[config.mk]
export PLATFORM = sky130hd
export DESIGN_NAME = dma_thread_state
export DESIGN_NICKNAME = d
export VERILOG_FILES = /design/src/rtl/dma_thread_state.sv
export SDC_FILE = /design/constraint.sdc
export NUM_CORES = 1
export LEC_CHECK = 0
export BUFFER_PORTS_ARGS = -buffer_cell sky130_fd_sc_hd__buf_2
export CELL_PAD_IN_SITES_DETAIL_PLACEMENT = 1
export CELL_PAD_IN_SITES_GLOBAL_PLACEMENT = 1
export CORE_MARGIN = 2
export CORE_UTILIZATION = 32
export CTS_CLUSTER_DIAMETER = 50
export DETAILED_ROUTE_END_ITERATION = 16
export GPL_TIMING_DRIVEN = 0
export PLACE_DENSITY_LB_ADDON = 0.1
export SETUP_SLACK_MARGIN = 0.05
export SLEW_MARGIN = 20
export SYNTH_ARGS = -nofsm -noshare
export SYNTH_HDL_FRONTEND = slang
export SYNTH_SLANG_ARGS = --single-unit
[constraint.sdc]
create_clock -name clk -period 2.6 [get_ports clk]
set_input_delay 0.26 -clock clk [delete_from_list [all_inputs] [get_ports clk]]
set_output_delay 0.26 -clock clk [all_outputs]
set_load 0.05 [all_outputs]
[src/rtl/dma_thread_state.sv]
module dma_thread_state #(
  parameter bit IS_CHANNEL = 1'b1,
  parameter int EVW = 5
) (
  input  logic           clk,
  input  logic           rst_n,
  input  logic           go_i,
  input  logic           end_i,
  input  logic           wfe_i,
  input  logic           sev_i,
  input  logic           wfp_i,
  input  logic           kill_i,
  input  logic           rmb_i,
  input  logic           wmb_i,
  input  logic           flushp_i,
  input  logic           align_upd_i,
  input  logic           undef_i,
  input  logic           miss_i,
  input  logic           fill_done_i,
  input  logic           pc_req_i,
  input  logic           pc_done_i,
  input  logic [EVW-1:0] evt_num_i,
  input  logic           fetch_err_i,
  input  logic           data_err_i,
  input  logic           wdog_abort_i,
  input  logic           drained_i,
  input  logic           periph_req_i,
  input  logic           clear_i,
  output logic [3:0]     state_o,
  output logic           pc_valid_o,
  output logic           arb_elig_o
);

  typedef enum logic [3:0] {
    S_STOP  = 4'd0,
    S_EXEC  = 4'd1,
    S_CMISS = 4'd2,
    S_UPDPC = 4'd3,
    S_WFE   = 4'd4,
    S_BARR  = 4'd5,
    S_WFP   = 4'd6,
    S_KILL  = 4'd7,
    S_CMPL  = 4'd8,
    S_FCMPL = 4'd9,
    S_FAULT = 4'd10
  } thr_state_e;

  localparam bit CH = IS_CHANNEL;

  thr_state_e st_q, st_d;
  logic [EVW-1:0] evt_q;
  logic active, fault_hit, barrier_hit;

  assign active      = !(st_q inside {S_STOP, S_FCMPL, S_FAULT});
  assign fault_hit   = ((st_q == S_EXEC) && undef_i) || fetch_err_i || (CH && data_err_i);
  assign barrier_hit = CH && (rmb_i || wmb_i || flushp_i || align_upd_i);

  always_comb begin
    st_d = st_q;
    if (active && CH && wdog_abort_i)
      st_d = S_FAULT;
    else if (active && fault_hit)
      st_d = CH ? S_FCMPL : S_FAULT;
    else begin
      case (st_q)
        S_STOP:  if (go_i) st_d = S_EXEC;
        S_EXEC: begin
          if (CH && kill_i)      st_d = S_KILL;
          else if (end_i)        st_d = CH ? S_CMPL : S_STOP;
          else if (miss_i)       st_d = S_CMISS;
          else if (pc_req_i)     st_d = S_UPDPC;
          else if (wfe_i)        st_d = S_WFE;
          else if (barrier_hit)  st_d = S_BARR;
          else if (CH && wfp_i)  st_d = S_WFP;
        end
        S_CMISS: if (fill_done_i) st_d = S_EXEC;
        S_UPDPC: if (pc_done_i) st_d = S_EXEC;
        S_WFE:   if (sev_i && (evt_num_i == evt_q)) st_d = S_EXEC;
        S_BARR:  if (drained_i) st_d = S_EXEC;
        S_WFP:   if (periph_req_i) st_d = S_EXEC;
        S_KILL,
        S_CMPL:  if (drained_i) st_d = S_STOP;
        S_FCMPL: if (drained_i) st_d = S_FAULT;
        S_FAULT: if (clear_i) st_d = S_STOP;
        default: st_d = S_STOP;
      endcase
    end
  end

  always_ff @(posedge clk or negedge rst_n) begin
    if (!rst_n) begin
      st_q  <= S_STOP;
      evt_q <= '0;
    end else begin
      st_q <= st_d;
      if (st_q == S_EXEC && wfe_i) evt_q <= evt_num_i;
    end
  end

  assign state_o    = st_q;
  assign pc_valid_o = (st_q == S_EXEC);
  assign arb_elig_o = (st_q == S_EXEC);

  AST_START_NEEDS_GO: assert property (@(posedge clk) disable iff (!rst_n)
    ($past(st_q) == S_STOP && st_q == S_EXEC) |-> $past(go_i));
  AST_FILL_BEFORE_RESUME: assert property (@(posedge clk) disable iff (!rst_n)
    ($past(st_q) == S_CMISS && st_q == S_EXEC) |-> $past(fill_done_i));
  AST_EVENT_MATCH: assert property (@(posedge clk) disable iff (!rst_n)
    ($past(st_q) == S_WFE && st_q == S_EXEC) |-> ($past(sev_i) && $past(evt_num_i) == $past(evt_q)));
  AST_FAULT_STICKY: assert property (@(posedge clk) disable iff (!rst_n)
    ($past(st_q) == S_FAULT && !$past(clear_i)) |-> st_q == S_FAULT);
  AST_KILL_DRAIN: assert property (@(posedge clk) disable iff (!rst_n)
    ($past(st_q) == S_KILL && st_q == S_STOP) |-> $past(drained_i));
  AST_FLAGS_EXEC: assert property (@(posedge clk) disable iff (!rst_n)
    (pc_valid_o || arb_elig_o) |-> ($past(st_d) == S_EXEC));

  generate
    if (!IS_CHANNEL) begin : g_mgr_chk
      always_comb
        AST_MGR_NO_CH_STATE: assert (!rst_n || !(st_q inside {S_BARR, S_WFP, S_KILL, S_CMPL, S_FCMPL}));
    end
  endgenerate

endmodule

# After elaboration in Yosys (flattened, before gate mapping)
# Index checks and enable logic that the tools add are counted.
# word_totals
elab_cells	57
regBits	9
# classes
mux	19
n_eq_ne	21
reduce_logical	15
# op_table
cell	count
$mux W4	18
$pmux W4 S10	1
$ne A4 B4 Y1 const B	6
$eq A4 B3 Y1 const B	4
$eq A4 B4 Y1 const B	3
$ne A4 B2 Y1 const B	3
$ne A10 B7 Y1 const B	1
$reduce_and A10 Y1	1
$eq A4 B2 Y1 const B	2
$eq A5 B5 Y1	1
$logic_and A1 B1 Y1	5
$logic_or A1 B1 Y1	5
$eq A4 B1 Y1 const B	1
$logic_not A4 Y1	1
$reduce_bool A3 Y1	1
$reduce_or A2 Y1	1
$logic_not A1 Y1	1

# Logic depth before layout (Yosys ltp)
# Gate-level depths: netlist of run 1.
# logic_depth
word_depth	12
mapped_depth	7
ltp_nobuf	6

# Least setup slack after synthesis of run 1
# OpenSTA, ideal clock, no wires.
# synth_path
path_kind	flip-flop to flip-flop
start	reg st_q[2] (netlist: state_o[2])
end	reg st_q[1] (netlist: state_o[1])
setup_slack_ps	-691
n_path_buf	1
arrival_ps	3170
path_stages_with_launch	8
period_less_slack_ps	3291
required_time_ps	2479
setup_time_ps	121
path_cell_list	dfrtp_1 > buf_6 > nand2b_1 > nor3_1 > nand4_1 > nand4_2 > mux2_1 > a22o_1
# synth_via
elab_chain_len	7
elab_cells_between_ends	33
classes_between	eq/ne: 20; mux: 3; reduce/logical: 10
# synth_rtl
item	line	text
start, declared	50	thr_state_e st_q, st_d;
start signal, assigned	95	st_q <= st_d;
$eq A4 B1 Y1 (*)	--	
via arb_elig_o	31	output logic arb_elig_o
$logic_and A1 B1 Y1	55	assign fault_hit = ((st_q == S_EXEC) && undef_i) || fetch_err_i || (CH && data_err_i);
$logic_or A1 B1 Y1 (2 in series)	55	
$logic_and A1 B1 Y1	62	else if (active && fault_hit)
$ne A10 B7 Y1 (no source line), or another cell as far along	--	
$reduce_and A10 Y1 (no source line) or $mux W4 (tied branches)	--	
# Mark *: on every way through the listed nets, which the timed path passes. The rest lies on a longest branch.
# A chain may end at the register's enable or synchronous reset.

# Final worst setup path of run 1
# layout_path
start	reg st_q[2] (netlist: state_o[2])
end	reg st_q[1] (netlist: state_o[1])
# layout_via
elab_chain_len	7
elab_cells_between_ends	33
classes_between	eq/ne: 20; mux: 3; reduce/logical: 10
# layout_rtl
item	line
$eq A4 B1 Y1	55, 65
$logic_and A1 B1 Y1	55
$logic_or A1 B1 Y1 (2 in series)	55
$logic_and A1 B1 Y1	62
$ne A10 B7 Y1 (no source line), or another cell as far along	--
$reduce_and A10 Y1 (no source line) or $mux W4 (tied branches)	--
# Parallel ways exist; a longest one is shown, timed or not.

==> results by group, run 1 <==
Run status
  • Outcome: completed

Placement
  • Post-DP HPWL: 1670 um
  • Port bufs: 33
  • DP Worst Slack: 446 ps
  • DP Cell Count: 144
  • RD Place Congestion: 0.737

Setup path
  • Kind of end point of the critical path: flip-flop
  • Critical Path, Cell by Cell: buf_6 > nand2b_1 > or4b_1 > and3_1 > nand4_2 > mux2_1 > a22o_1
  • Critical Setup Path Class: flip-flop to flip-flop
  • Largest delay share family, worst path: simple AND/OR/NAND/NOR gates
  • Nature of the critical path startpoint: flip-flop
  • Slowest CP cell: or4b_1
  • CP max FO: 10
  • Data arrival, critical path: 2310 ps
  • Critical Path RT: 2750 ps
  • Buffers plus inverters on the worst setup path: 1
  • Max stage delay on crit path: 460 ps
  • R2r setup slk: 450 ps

Floorplan
  • Starting density of the core: 33.8%
  • I/O pin count: 34
  • Row count: 17
  • Core Area: 2190 um2
  • Die height: 52.1 um
  • DIE WIDTH: 52.1 um
  • Die footprint: 2710 um2

Clock network
  • CTS Hold Bufs: 1
  • Skew-Pair Late Insertion Delay: 270 ps
  • CTS Buffer Depth: 2
  • CTS HTree Levels: 1
  • Post-CTS Setup Bufs: 0
  • Root buf cell: clkbuf_4
  • CTS buffer count: 3
  • Clk slew on worst S/H paths: 60 ps
  • Cts repair resizes: 0
  • Clock Sinks: 9
  • CTS tree: done

Timing
  • Worst Tran Pin Value: 454 ps
  • Hold Slack: 250 ps
  • Final WS setup: 446 ps
  • Fin crit period: 2150 ps
  • RSZ-0062 raised after global routing: false
  • Total negative slack: 0 ps
  • Final hold violation count: 0
  • Fin crit share: 82.8%
  • Worst rel slew slack: 69.3%
  • Fin Clk Skew: 0.464 ps
  • Final Max Slew Viols: 0
  • Final setup viols: 0
  • Fmax: 464 MHz

Cells and area
  • Layout cell share with drive strength beyond 1: 43.8%
  • Ant diodes: 0
  • Syn-to-layout area delta: 33.5%
  • NumNets Final: 150
  • FF+latch area: 225 um2
  • Area occupied by multi-input gates: 464 um2
  • Final-layout fill cell count: 290
  • Final std cells w/o fill: 149

Routing
  • Drt pass-1 iters: 4
  • Routed len/inst: 13.5 um
  • Via/cell ratio: 5.00
  • Starting DRC count in detailed routing: 9
  • Final ANT Viol Nets: 0
  • WL final: 2010 um
  • Residual DRC: 0
  • Via count: 745

Hold path
  • Hold crit path type: primary input to flip-flop

Global route
  • First-pass GRT wire length: 3480 um
  • Gr usage total: 18.0%
  • Number of global-route vias before repair: 765
  • Gr ovfl total: 0
  • Largest net degree at the start of global routing: 11
  • Initial antenna violation count: 0

Run
  • Max cap viols: 0

Power
  • Switching share of power: 48.1%
  • Reg power frac: 23.9%
  • Maximum vdd drop: 608 uV
  • NetSw: 0.512 mW
  • P per Cell Area: 1080 nW/um2
  • Clock share of power: 10.7%
  • Comb pwr share: 65.4%
  • Design Power: 1.06 mW
  • Static Leak: 0.475 nW
  • Internal power: 0.551 mW

Yosys
  • Mapped Avg Cell Area: 8.91 um2
  • EDFF count, synth: 0
  • Synth cell types: 35
  • Area leader, netlist: dfrtp_1
  • Sequential area share after synthesis: 30.5%
  • Warnings from Yosys: 0
  • Synth area leaders: dfrtp_1 30%, mux2_2 9.1%, o21ai_0 4.7%
  • Post-synth top flop: dfrtp_1
  • Cell area after synthesis: 739 um2
  • Mapped Nets: 111
  • Synth top area share: 30.5%
  • Post-Syn Instances: 83
  • Post-synth ARST share: 100%
  • Synthesis-stage register bit count: 9
worst register-to-register path: cells and delay by family (launching register included):
family                 cells  cell delay [ps]
AOI/OAI and AO/OA          1              210
buffers and inverters      1              140
DFF                        1              380
muxes                      1              350
and+or+nand+nor            4              970
worst paths after layout:
| check | endpoint | start | cells after the start |
|---|---|---|---|
| max in group asynchronous | state_o[3]$_DFFE_PN0P_ | rst_n | 2 |
| worst min register to register | evt_q[4]$_DFFE_PN0P_ | evt_q[4]$_DFFE_PN0P_ | 1 |
| min in group asynchronous | evt_q[3]$_DFFE_PN0P_ | rst_n | 2 |
| worst max-delay path | state_o[1]$_DFFE_PN0P_ | state_o[2]$_DFFE_PN0P_ | 7 |
| worst max register to register | state_o[1]$_DFFE_PN0P_ | state_o[2]$_DFFE_PN0P_ | 7 |
| worst min-delay path | evt_q[4]$_DFFE_PN0P_ | evt_num_i[4] | 2 |
sequential cells by signal, indices dropped and copies added, names as in the netlist:
| register | count |
|---|---|
| evt_q | 5 |
| state_o | 4 |
through the flow:
| step | utilization (%) | cell area, um2 |
|---|---|---|
| 2_1_floorplan | - | 751 |
| 3_3_place_gp | 43.4 | 951 |
| 3_5_place_dp | 43.4 | 951 |
| 4_1_cts | 45.1 | 987 |
| 5_1_grt | 45.1 | 987 |
| 6_report | 45.1 | 987 |
kinds of logic after synthesis:
group                  share of synthesized area [%]
flip-flops                                      30.5
AO/OA/AOI/OAI                                   19.3
AND/OR/NAND/NOR                                 25.2
buffers and inverters                           8.29
XOR/XNOR                                        4.74
multiplexers                                    12.0
layout by cell type (no fill, tap or decap), types with 2 or more instances in the layout:
master / count
a21oi_1: 3
inv_1: 4
mux2_2: 6
a21o_1: 3
buf_2: 34
nand2b_1: 3
nand2_1: 6
nor2b_1: 2
dfrtp_1: 9
clkbuf_4: 3
nor2_1: 4
or2_2: 2
xor2_1: 4
o21ai_0: 7
buf_6: 3
nor3_1: 5
power groups by stage:
| stage | Sequential, mW | Clock (mW) | Combinational, mW |
|---|---|---|---|
| after global placement | 0.248 | 0 | 0.679 |
| after global routing | 0.264 | 0.128 | 0.770 |
| after detailed placement | 0.258 | 0 | 0.698 |
| final | 0.254 | 0.114 | 0.695 |
| after CTS | 0.255 | 0.119 | 0.702 |
| after floorplan | 0.333 | 0 | 0.457 |
cell type report:
type | instances | share of cell area (%)
flip-flops and latches | 9 | 22.8
multi-input cells | 65 | 47.0
repair buffers | 34 | 17.7
plain buffers | 5 | 4.69
inverters | 4 | 1.52
clock buffers | 4 | 2.66
well taps | 28 | 3.55
cells in the mapped netlist, types with 2 or more instances:
cell type	n
dfrtp_1	9
o21ai_0	7
mux2_2	6
nand2_1	6
nor3_1	6
inv_1	4
nor2_1	4
xor2_1	4
a21o_1	3
a21oi_1	3
buf_6	3
nand2b_1	3
nor2b_1	2
or2_2	2
per-layer routing:
metal  part of all wire, %  wire (um)  global-route usage [%]  vias up
met5                     0          0                       0        -
met4                   1.4         29                    7.89        0
met3                   6.0        120                    3.45        4
met2                    48        957                    29.7       22
met1                    45        903                    22.5      340
li1                      -          -                       -      379
(Power assumes the default switching activity.)
==> run 2: changes to the inputs <==
--- a/config.mk
+++ b/config.mk
@@ -9,7 +9,7 @@
 export CELL_PAD_IN_SITES_DETAIL_PLACEMENT = 1
 export CELL_PAD_IN_SITES_GLOBAL_PLACEMENT = 1
 export CORE_MARGIN = 2
-export CORE_UTILIZATION = 32
+export CORE_UTILIZATION = 29
 export CTS_CLUSTER_DIAMETER = 50
 export DETAILED_ROUTE_END_ITERATION = 16
 export GPL_TIMING_DRIVEN = 0
==> constraint.sdc (replaced) <==
create_clock -name clk -period 1.8 [get_ports clk]
set_input_delay 0.18 -clock clk [delete_from_list [all_inputs] [get_ports clk]]
set_output_delay 0.18 -clock clk [all_outputs]
set_load 0.05 [all_outputs]
==> run 2 against run 1 <==
Compared with the run above: the run now ends with setup timing left; clock skew is 6.8 ps higher; sequential share of layout area is 1.9 points lower; worst setup slack worse by 630 ps; maximum frequency is 8.5% higher; die area is 9.5% higher; largest power group unchanged; via count is 5.0% higher; register-to-register slack worse by 630 ps.
==> results by group, run 2 (same netlist as run 1, synthesis figures left out) <==
Timing
  • Fin Clk Skew: 7.25 ps (was 0.464 ps)
  • Hold Slack: 167 ps (was 250 ps)
  • Fmax: 504 MHz (was 464 MHz)
  • Worst Tran Pin Value: 411 ps (was 454 ps)
  • Final setup viols: 4 (was 0)
  • Final hold violation count: 0 (unchanged)
  • Fin crit share: 110% (was 82.8%)
  • Worst rel slew slack: 72.3% (was 69.3%)
  • Fin crit period: 1990 ps (was 2150 ps)
  • Final WS setup: -185 ps (was 446 ps)
  • Final Max Slew Viols: 0 (unchanged)
  • RSZ-0062 raised after global routing: true (was false)

Cells and area
  • Design area: 1090 um2 (was 987 um2)
  • FF+latch area: 228 um2 (was 225 um2)
  • Layout cell share with drive strength beyond 1: 52.8% (was 43.8%)
  • Area occupied by multi-input gates: 519 um2 (was 464 um2)
  • Largest register by flop count: evt_q (unchanged)
  • Ant diodes: 0 (unchanged)
  • NumNets Final: 154 (was 150)
  • Commonest non-fill, non-tap cells in the layout: 32 x buf_2, 7 x dfrtp_1, 6 x o21ai_0, 6 x nand2_1, 6 x buf_4 (was 34 x buf_2, 9 x dfrtp_1, 7 x o21ai_0)
  • Final-layout fill cell count: 293 (was 290)
  • Commonest non-fill, non-tap cell in the layout: buf_2 (unchanged)
  • Syn-to-layout area delta: 47.0% (was 33.5%)
  • Largest register FFs: 5 (unchanged)

Floorplan
  • DIE WIDTH: 54.5 um (was 52.1 um)
  • Die height: 54.5 um (was 52.1 um)
  • Starting density of the core: 30.1% (was 33.8%)
  • Row count: 18 (was 17)
  • Core Area: 2450 um2 (was 2190 um2)
  • Die footprint: 2970 um2 (was 2710 um2)
  • I/O pin count: 34 (unchanged)

Clock network
  • CTS Buffer Depth: 2 (unchanged)
  • Clk slew on worst S/H paths: 60 ps (about the same)
  • Skew-Pair Late Insertion Delay: 270 ps (about the same)
  • CTS HTree Levels: 1 (unchanged)
  • CTS buffer count: 3 (unchanged)
  • Root buf cell: clkbuf_4 (unchanged)
  • Clock Sinks: 9 (unchanged)
  • CTS tree: done (unchanged)

Setup path
  • Nature of the critical path startpoint: flip-flop (unchanged)
  • R2r setup slk: -190 ps (was 450 ps)
  • Buffers plus inverters on the worst setup path: 0 (was 1)
  • Critical Setup Path Class: flip-flop to flip-flop (unchanged)
  • Max stage delay on crit path: 500 ps (was 460 ps)
  • Critical Path, Cell by Cell: nand2b_4 > or4b_1 > and3_4 > nand4_4 > mux2_4 > a22o_1 (was buf_6 > nand2b_1 > or4b_1 > and3_1 > nand4_2 > mux2_1 > a22o_1)
  • Largest delay share family, worst path: simple AND/OR/NAND/NOR gates (unchanged)
  • Data arrival, critical path: 2140 ps (was 2310 ps)
  • CP max FO: 4 (was 10)
  • Kind of end point of the critical path: flip-flop (unchanged)
  • Critical Path RT: 1960 ps (was 2750 ps)
  • Slowest CP cell: or4b_1 (unchanged)

Power
  • Switching share of power: 46.0% (was 48.1%)
  • Reg power frac: 21.6% (was 23.9%)
  • Maximum vdd drop: 1100 uV (was 608 uV)
  • Internal power: 0.932 mW (was 0.551 mW)
  • P per Cell Area: 1590 nW/um2 (was 1080 nW/um2)
  • Comb pwr share: 69.3% (was 65.4%)
  • Clock share of power: 9.0% (was 10.7%)
  • Static Leak: 0.514 nW (was 0.475 nW)
  • NetSw: 0.795 mW (was 0.512 mW)

Run
  • Max cap viols: 0 (unchanged)

Global route
  • Met1 GRT Util: 18.9% (was 22.5%)
  • Gr usage total: 14.7% (was 18.0%)
  • Gr ovfl total: 0 (unchanged)
  • GR Layer Usage met2: 24.1% (was 29.7%)
  • First-pass GRT wire length: 3080 um (was 3480 um)
  • Met3 Use GR: 4.10% (was 3.45%)
  • Number of global-route vias before repair: 742 (was 765)
  • GR peak layer: met2 (unchanged)
  • Largest net degree at the start of global routing: 11 (unchanged)
  • Initial antenna violation count: 0 (unchanged)

Placement
  • Dpl cell area: 971 um2 (was 951 um2)
  • RD Place Congestion: 0.750 (was 0.737)
  • Port bufs: 33 (unchanged)
  • Post-DP HPWL: 1560 um (was 1670 um)

Routing
  • Via/cell ratio: 5.05 (was 5.00)
  • Via count: 782 (was 745)
  • Final ANT Viol Nets: 0 (unchanged)
  • Routed len/inst: 12.6 um (was 13.5 um)
  • Starting DRC count in detailed routing: 7 (was 9)
  • Drt pass-1 iters: 4 (unchanged)
  • Residual DRC: 0 (unchanged)
  • WL final: 1950 um (was 2010 um)

Hold path
  • Hold crit path type: primary input to flip-flop (unchanged)

Run status
  • Outcome: finished with violations (was completed)
  • Failing checks: setup timing
==> run 2: path summary, 6_finish.rpt <==
path | startpoint | end | cells after the start
worst min-delay path | evt_num_i[1] | evt_q[1]$_DFFE_PN0P_ | 2
worst max register to register | state_o[2]$_DFFE_PN0P_ | state_o[1]$_DFFE_PN0P_ | 6
worst min register to register | evt_q[1]$_DFFE_PN0P_ | evt_q[1]$_DFFE_PN0P_ | 1
min in group asynchronous | rst_n | evt_q[4]$_DFFE_PN0P_ | 2
worst max-delay path | state_o[2]$_DFFE_PN0P_ | state_o[1]$_DFFE_PN0P_ | 6
max in group asynchronous | rst_n | state_o[2]$_DFFE_PN0P_ | 2
==> run 2: power by group through the flow <==
| stage | sequential, mW | clock [mW] | combinational, mW |
|---|---|---|---|
| 2_1_floorplan | 0.484 | 0 | 0.714 |
| 3_3_place_gp | 0.362 | 0 | 1.05 |
| 3_5_place_dp | 0.371 | 0 | 1.06 |
| 4_1_cts | 0.369 | 0.165 | 1.19 |
| 5_1_grt | 0.389 | 0.174 | 1.30 |
| 6_report | 0.374 | 0.156 | 1.20 |
==> run 2: final cells by class <==
cell class / instances / share of cell area, %
Multi-Input combinational cell: 65 / 47.8
Buffer: 4 / 3.80
Sequential cell: 9 / 20.9
Timing Repair Buffer: 39 / 20.1
Inverter: 4 / 1.38
Clock buffer: 3 / 2.07
Clock inverter: 1 / 0.460
Tap cell: 30 / 3.45
==> run 2: repair_timing <==
| item | in CTS | in global routing |
|---|---|---|
| setup buffers | 4 | 1 |
| resized for setup | 8 | 3 |
| gates cloned | 0 | 0 |
| pin swaps | 4 | 5 |
| setup endpoints to repair | 6 | 6 |
| hold buffers | 1 | 0 |
| hold endpoints to repair | 9 | 0 |
==> run 2: per-stage QoR <==
step	std cells	setup slack (ps)	utilization [%]	power (mW)	TNS, ps
after global placement	146	-321	39.6	1.41	-809
after global routing	155	-241	44.3	1.87	-817
after CTS	155	-185	43.9	1.72	-527
after floorplan	83	-514	-	1.20	-2850
final	155	-185	44.3	1.73	-480
after detailed placement	146	-299	39.6	1.43	-765
==> run 2: worst register-to-register path, stage by stage, from the launching register on <==
cell and delay, ps:
dfrtp_2 430, nand2b_4 170, or4b_1 500, and3_4 170, nand4_4 120, mux2_4 310
a22o_1 200
==> run 2: layer usage <==
| metal | part of all wire (%) | vias up |
|---|---|---|
| met2 | 48 | 22 |
| met1 | 45 | 367 |
| li1 | - | 390 |
| met5 | 0 | - |
| met4 | 0.67 | 0 |
| met3 | 6.0 | 3 |
==> run 3: changes to the inputs <==
--- a/config.mk
+++ b/config.mk
@@ -12,8 +12,8 @@
 export CORE_UTILIZATION = 29
 export CTS_CLUSTER_DIAMETER = 50
 export DETAILED_ROUTE_END_ITERATION = 16
-export GPL_TIMING_DRIVEN = 0
 export PLACE_DENSITY_LB_ADDON = 0.1
+export RECOVER_POWER = 100
 export SETUP_SLACK_MARGIN = 0.05
 export SLEW_MARGIN = 20
 export SYNTH_ARGS = -nofsm -noshare
==> run 3 against run 2 <==
Compared with the run above: total power is 15% higher; clock power fell by 5%; hold slack better by 14 ps; via count up 6.8%; non-clock buffer count grew 13; register-to-register slack better by 60 ps; sequential power up 9.1%; the flow still finishes with violations (setup timing); largest cell class unchanged.
==> results by group, run 3 (same netlist as run 1, synthesis figures left out) <==
Power
  • Switching share of power: 43.7% (was 46.0%)
  • Static Leak: 0.580 nW (was 0.514 nW)
  • NetSw: 0.870 mW (was 0.795 mW)
  • Internal power: 1.12 mW (was 0.932 mW)
  • Clock share of power: 7.4% (was 9.0%)
  • P per Cell Area: 1640 nW/um2 (was 1590 nW/um2)
  • Design Power: 1.99 mW (was 1.73 mW)
  • Reg power frac: 20.5% (was 21.6%)
  • Maximum vdd drop: 1060 uV (was 1100 uV)
  • Comb pwr share: 72.0% (was 69.3%)

Setup path
  • Kind of end point of the critical path: flip-flop (unchanged)
  • R2r startpoint: state_o[2]$_DFFE_PN0P_ (unchanged)
  • Data arrival, critical path: 2070 ps (was 2140 ps)
  • CP max FO: 5 (was 4)
  • Critical Setup Path Class: flip-flop to flip-flop (unchanged)
  • CP startpoint: state_o[2]$_DFFE_PN0P_ (unchanged)
  • Critical Path RT: 1940 ps (was 1960 ps)
  • Nature of the critical path startpoint: flip-flop (unchanged)

Clock network
  • CTS tree: done (unchanged)
  • Clk slew on worst S/H paths: 60 ps (about the same)
  • CTS Buffer Depth: 2 (unchanged)
  • Root buf cell: clkbuf_4 (unchanged)
  • CTS buffer count: 3 (unchanged)
  • Clock Sinks: 9 (unchanged)
  • Skew-Pair Late Insertion Delay: 250 ps (was 270 ps)
  • CTS HTree Levels: 1 (unchanged)

Timing
  • Worst Tran Pin Value: 484 ps (was 411 ps)
  • Final hold violation count: 0 (unchanged)
  • Final WS setup: -129 ps (was -185 ps)
  • Fmax: 518 MHz (was 504 MHz)
  • Hold Slack: 181 ps (was 167 ps)
  • Fin crit share: 107% (was 110%)
  • Fin Clk Skew: 2.08 ps (was 7.25 ps)
  • Worst rel slew slack: 67.8% (was 72.3%)
  • RSZ-0062 raised after global routing: true (unchanged)
  • Final Max Slew Viols: 0 (unchanged)
  • Final setup viols: 3 (was 4)
  • Fin crit period: 1930 ps (was 1990 ps)

Global route
  • First-pass GRT wire length: 3530 um (was 3080 um)
  • Number of global-route vias before repair: 759 (was 742)
  • Largest net degree at the start of global routing: 10 (was 11)
  • Gr ovfl total: 0 (unchanged)
  • Initial antenna violation count: 0 (unchanged)
  • Gr usage total: 16.9% (was 14.7%)

Cells and area
  • Ant diodes: 0 (unchanged)
  • Largest register FFs: 5 (unchanged)
  • Largest register by flop count: evt_q (unchanged)
  • Syn-to-layout area delta: 63.8% (was 47.0%)
  • Final core occ: 49.3% (was 44.3%)
  • NumNets Final: 167 (was 154)
  • Commonest non-fill, non-tap cells in the layout: 30 x buf_2, 19 x buf_4, 6 x dfrtp_1 (was 32 x buf_2, 7 x dfrtp_1, 6 x o21ai_0, 6 x nand2_1, 6 x buf_4)
  • Layout cell share with drive strength beyond 1: 58.7% (was 52.8%)
  • Final std cells w/o fill: 168 (was 155)
  • Commonest non-fill, non-tap cell in the layout: buf_2 (unchanged)

Run status
  • Failing checks: setup timing (unchanged)
  • Outcome: finished with violations (unchanged)

Routing
  • Starting DRC count in detailed routing: 7 (unchanged)
  • Final ANT Viol Nets: 0 (unchanged)
  • Via/cell ratio: 4.97 (was 5.05)
  • Residual DRC: 0 (unchanged)
  • Via count: 835 (was 782)
  • Drt pass-1 iters: 2 (was 4)
  • WL final: 2270 um (was 1950 um)
  • Routed len/inst: 13.5 um (was 12.6 um)

Placement
  • Port bufs: 33 (unchanged)
  • RD Place Congestion: 0.849 (was 0.750)
  • Post-DP HPWL: 1820 um (was 1560 um)
  • DP Cell Count: 157 (was 146)

Floorplan
  • Die footprint: 2970 um2 (unchanged)
  • Die height: 54.5 um (unchanged)
  • Row count: 18 (unchanged)
  • DIE WIDTH: 54.5 um (unchanged)
  • Starting density of the core: 30.1% (unchanged)
  • Core Area: 2450 um2 (unchanged)
  • I/O pin count: 34 (unchanged)

Run
  • Max cap viols: 0 (unchanged)

Hold path
  • Hold crit path type: primary input to flip-flop (unchanged)
  • Min-delay src: evt_num_i[4] (was evt_num_i[1])
run 3: changes by cell type in the layout (fill, tap and decap cells not counted), sizes merged:
cell    delta
clkinv     -1
buf       +12
clkbuf     +2
run 3: layout make-up:
type | instances | area (um2)
clock buffers | 4 | 26.3
fillers | 305 | 1240
inverters | 4 | 15.0
multi-input cells | 65 | 541
flip-flops and latches | 9 | 229
well taps | 30 | 37.5
repair buffers | 56 | 363
run 3: timing repair:
action / 4_1_cts / 5_1_grt
setup endpoints to repair: 4 / 6
endpoints found under the hold margin: 9 / 0
pin swaps: 3 / 3
resized for setup: 10 / 12
hold buffers: 1 / 0
setup buffers: 2 / 4
run 3: per-stage QoR:
step	instance area, um2	worst slack [ps]	setup TNS [ps]
floorplan	768	-514	-2850
global placement	1040	-76.7	-167
detailed placement	1040	-175	-463
CTS	1140	-113	-295
global route	1210	-188	-542
finish	1210	-129	-335
run 3: final timing paths:
| check | depth (start not counted) | to | slack, ps |
|---|---|---|---|
| worst max register to register | 6 | state_o[1]$_DFFE_PN0P_ | -130 |
| worst min register to register | 1 | evt_q[0]$_DFFE_PN0P_ | 530 |
| worst min-delay path | 2 | evt_q[4]$_DFFE_PN0P_ | 180 |
| min in group asynchronous | 2 | evt_q[2]$_DFFE_PN0P_ | 390 |
| max in group asynchronous | 2 | state_o[3]$_DFFE_PN0P_ | 1050 |
| worst max-delay path | 6 | state_o[1]$_DFFE_PN0P_ | -130 |
run 3: power groups by stage:
stage / combinational [mW] / clock, mW / sequential, mW
floorplan: 0.714 / 0 / 0.484
global placement: 1.18 / 0 / 0.388
detailed placement: 1.21 / 0 / 0.394
CTS: 1.36 / 0.159 / 0.398
global route: 1.55 / 0.176 / 0.424
finish: 1.43 / 0.148 / 0.408
run 3: worst max-delay path, stage by stage, from the launching register on:
cell,delay [ps]
dfrtp_2,420
nand2b_4,140
or4b_1,470
and3_4,170
nand4_4,120
mux2_4,310
a22o_1,170
run 3: metal layers:
metal  wire length, um  global-route usage [%]
met3                79                    4.10
met2              1140                    27.3
met1              1040                    23.4
met5                 0                       0
met4                 6                    2.50
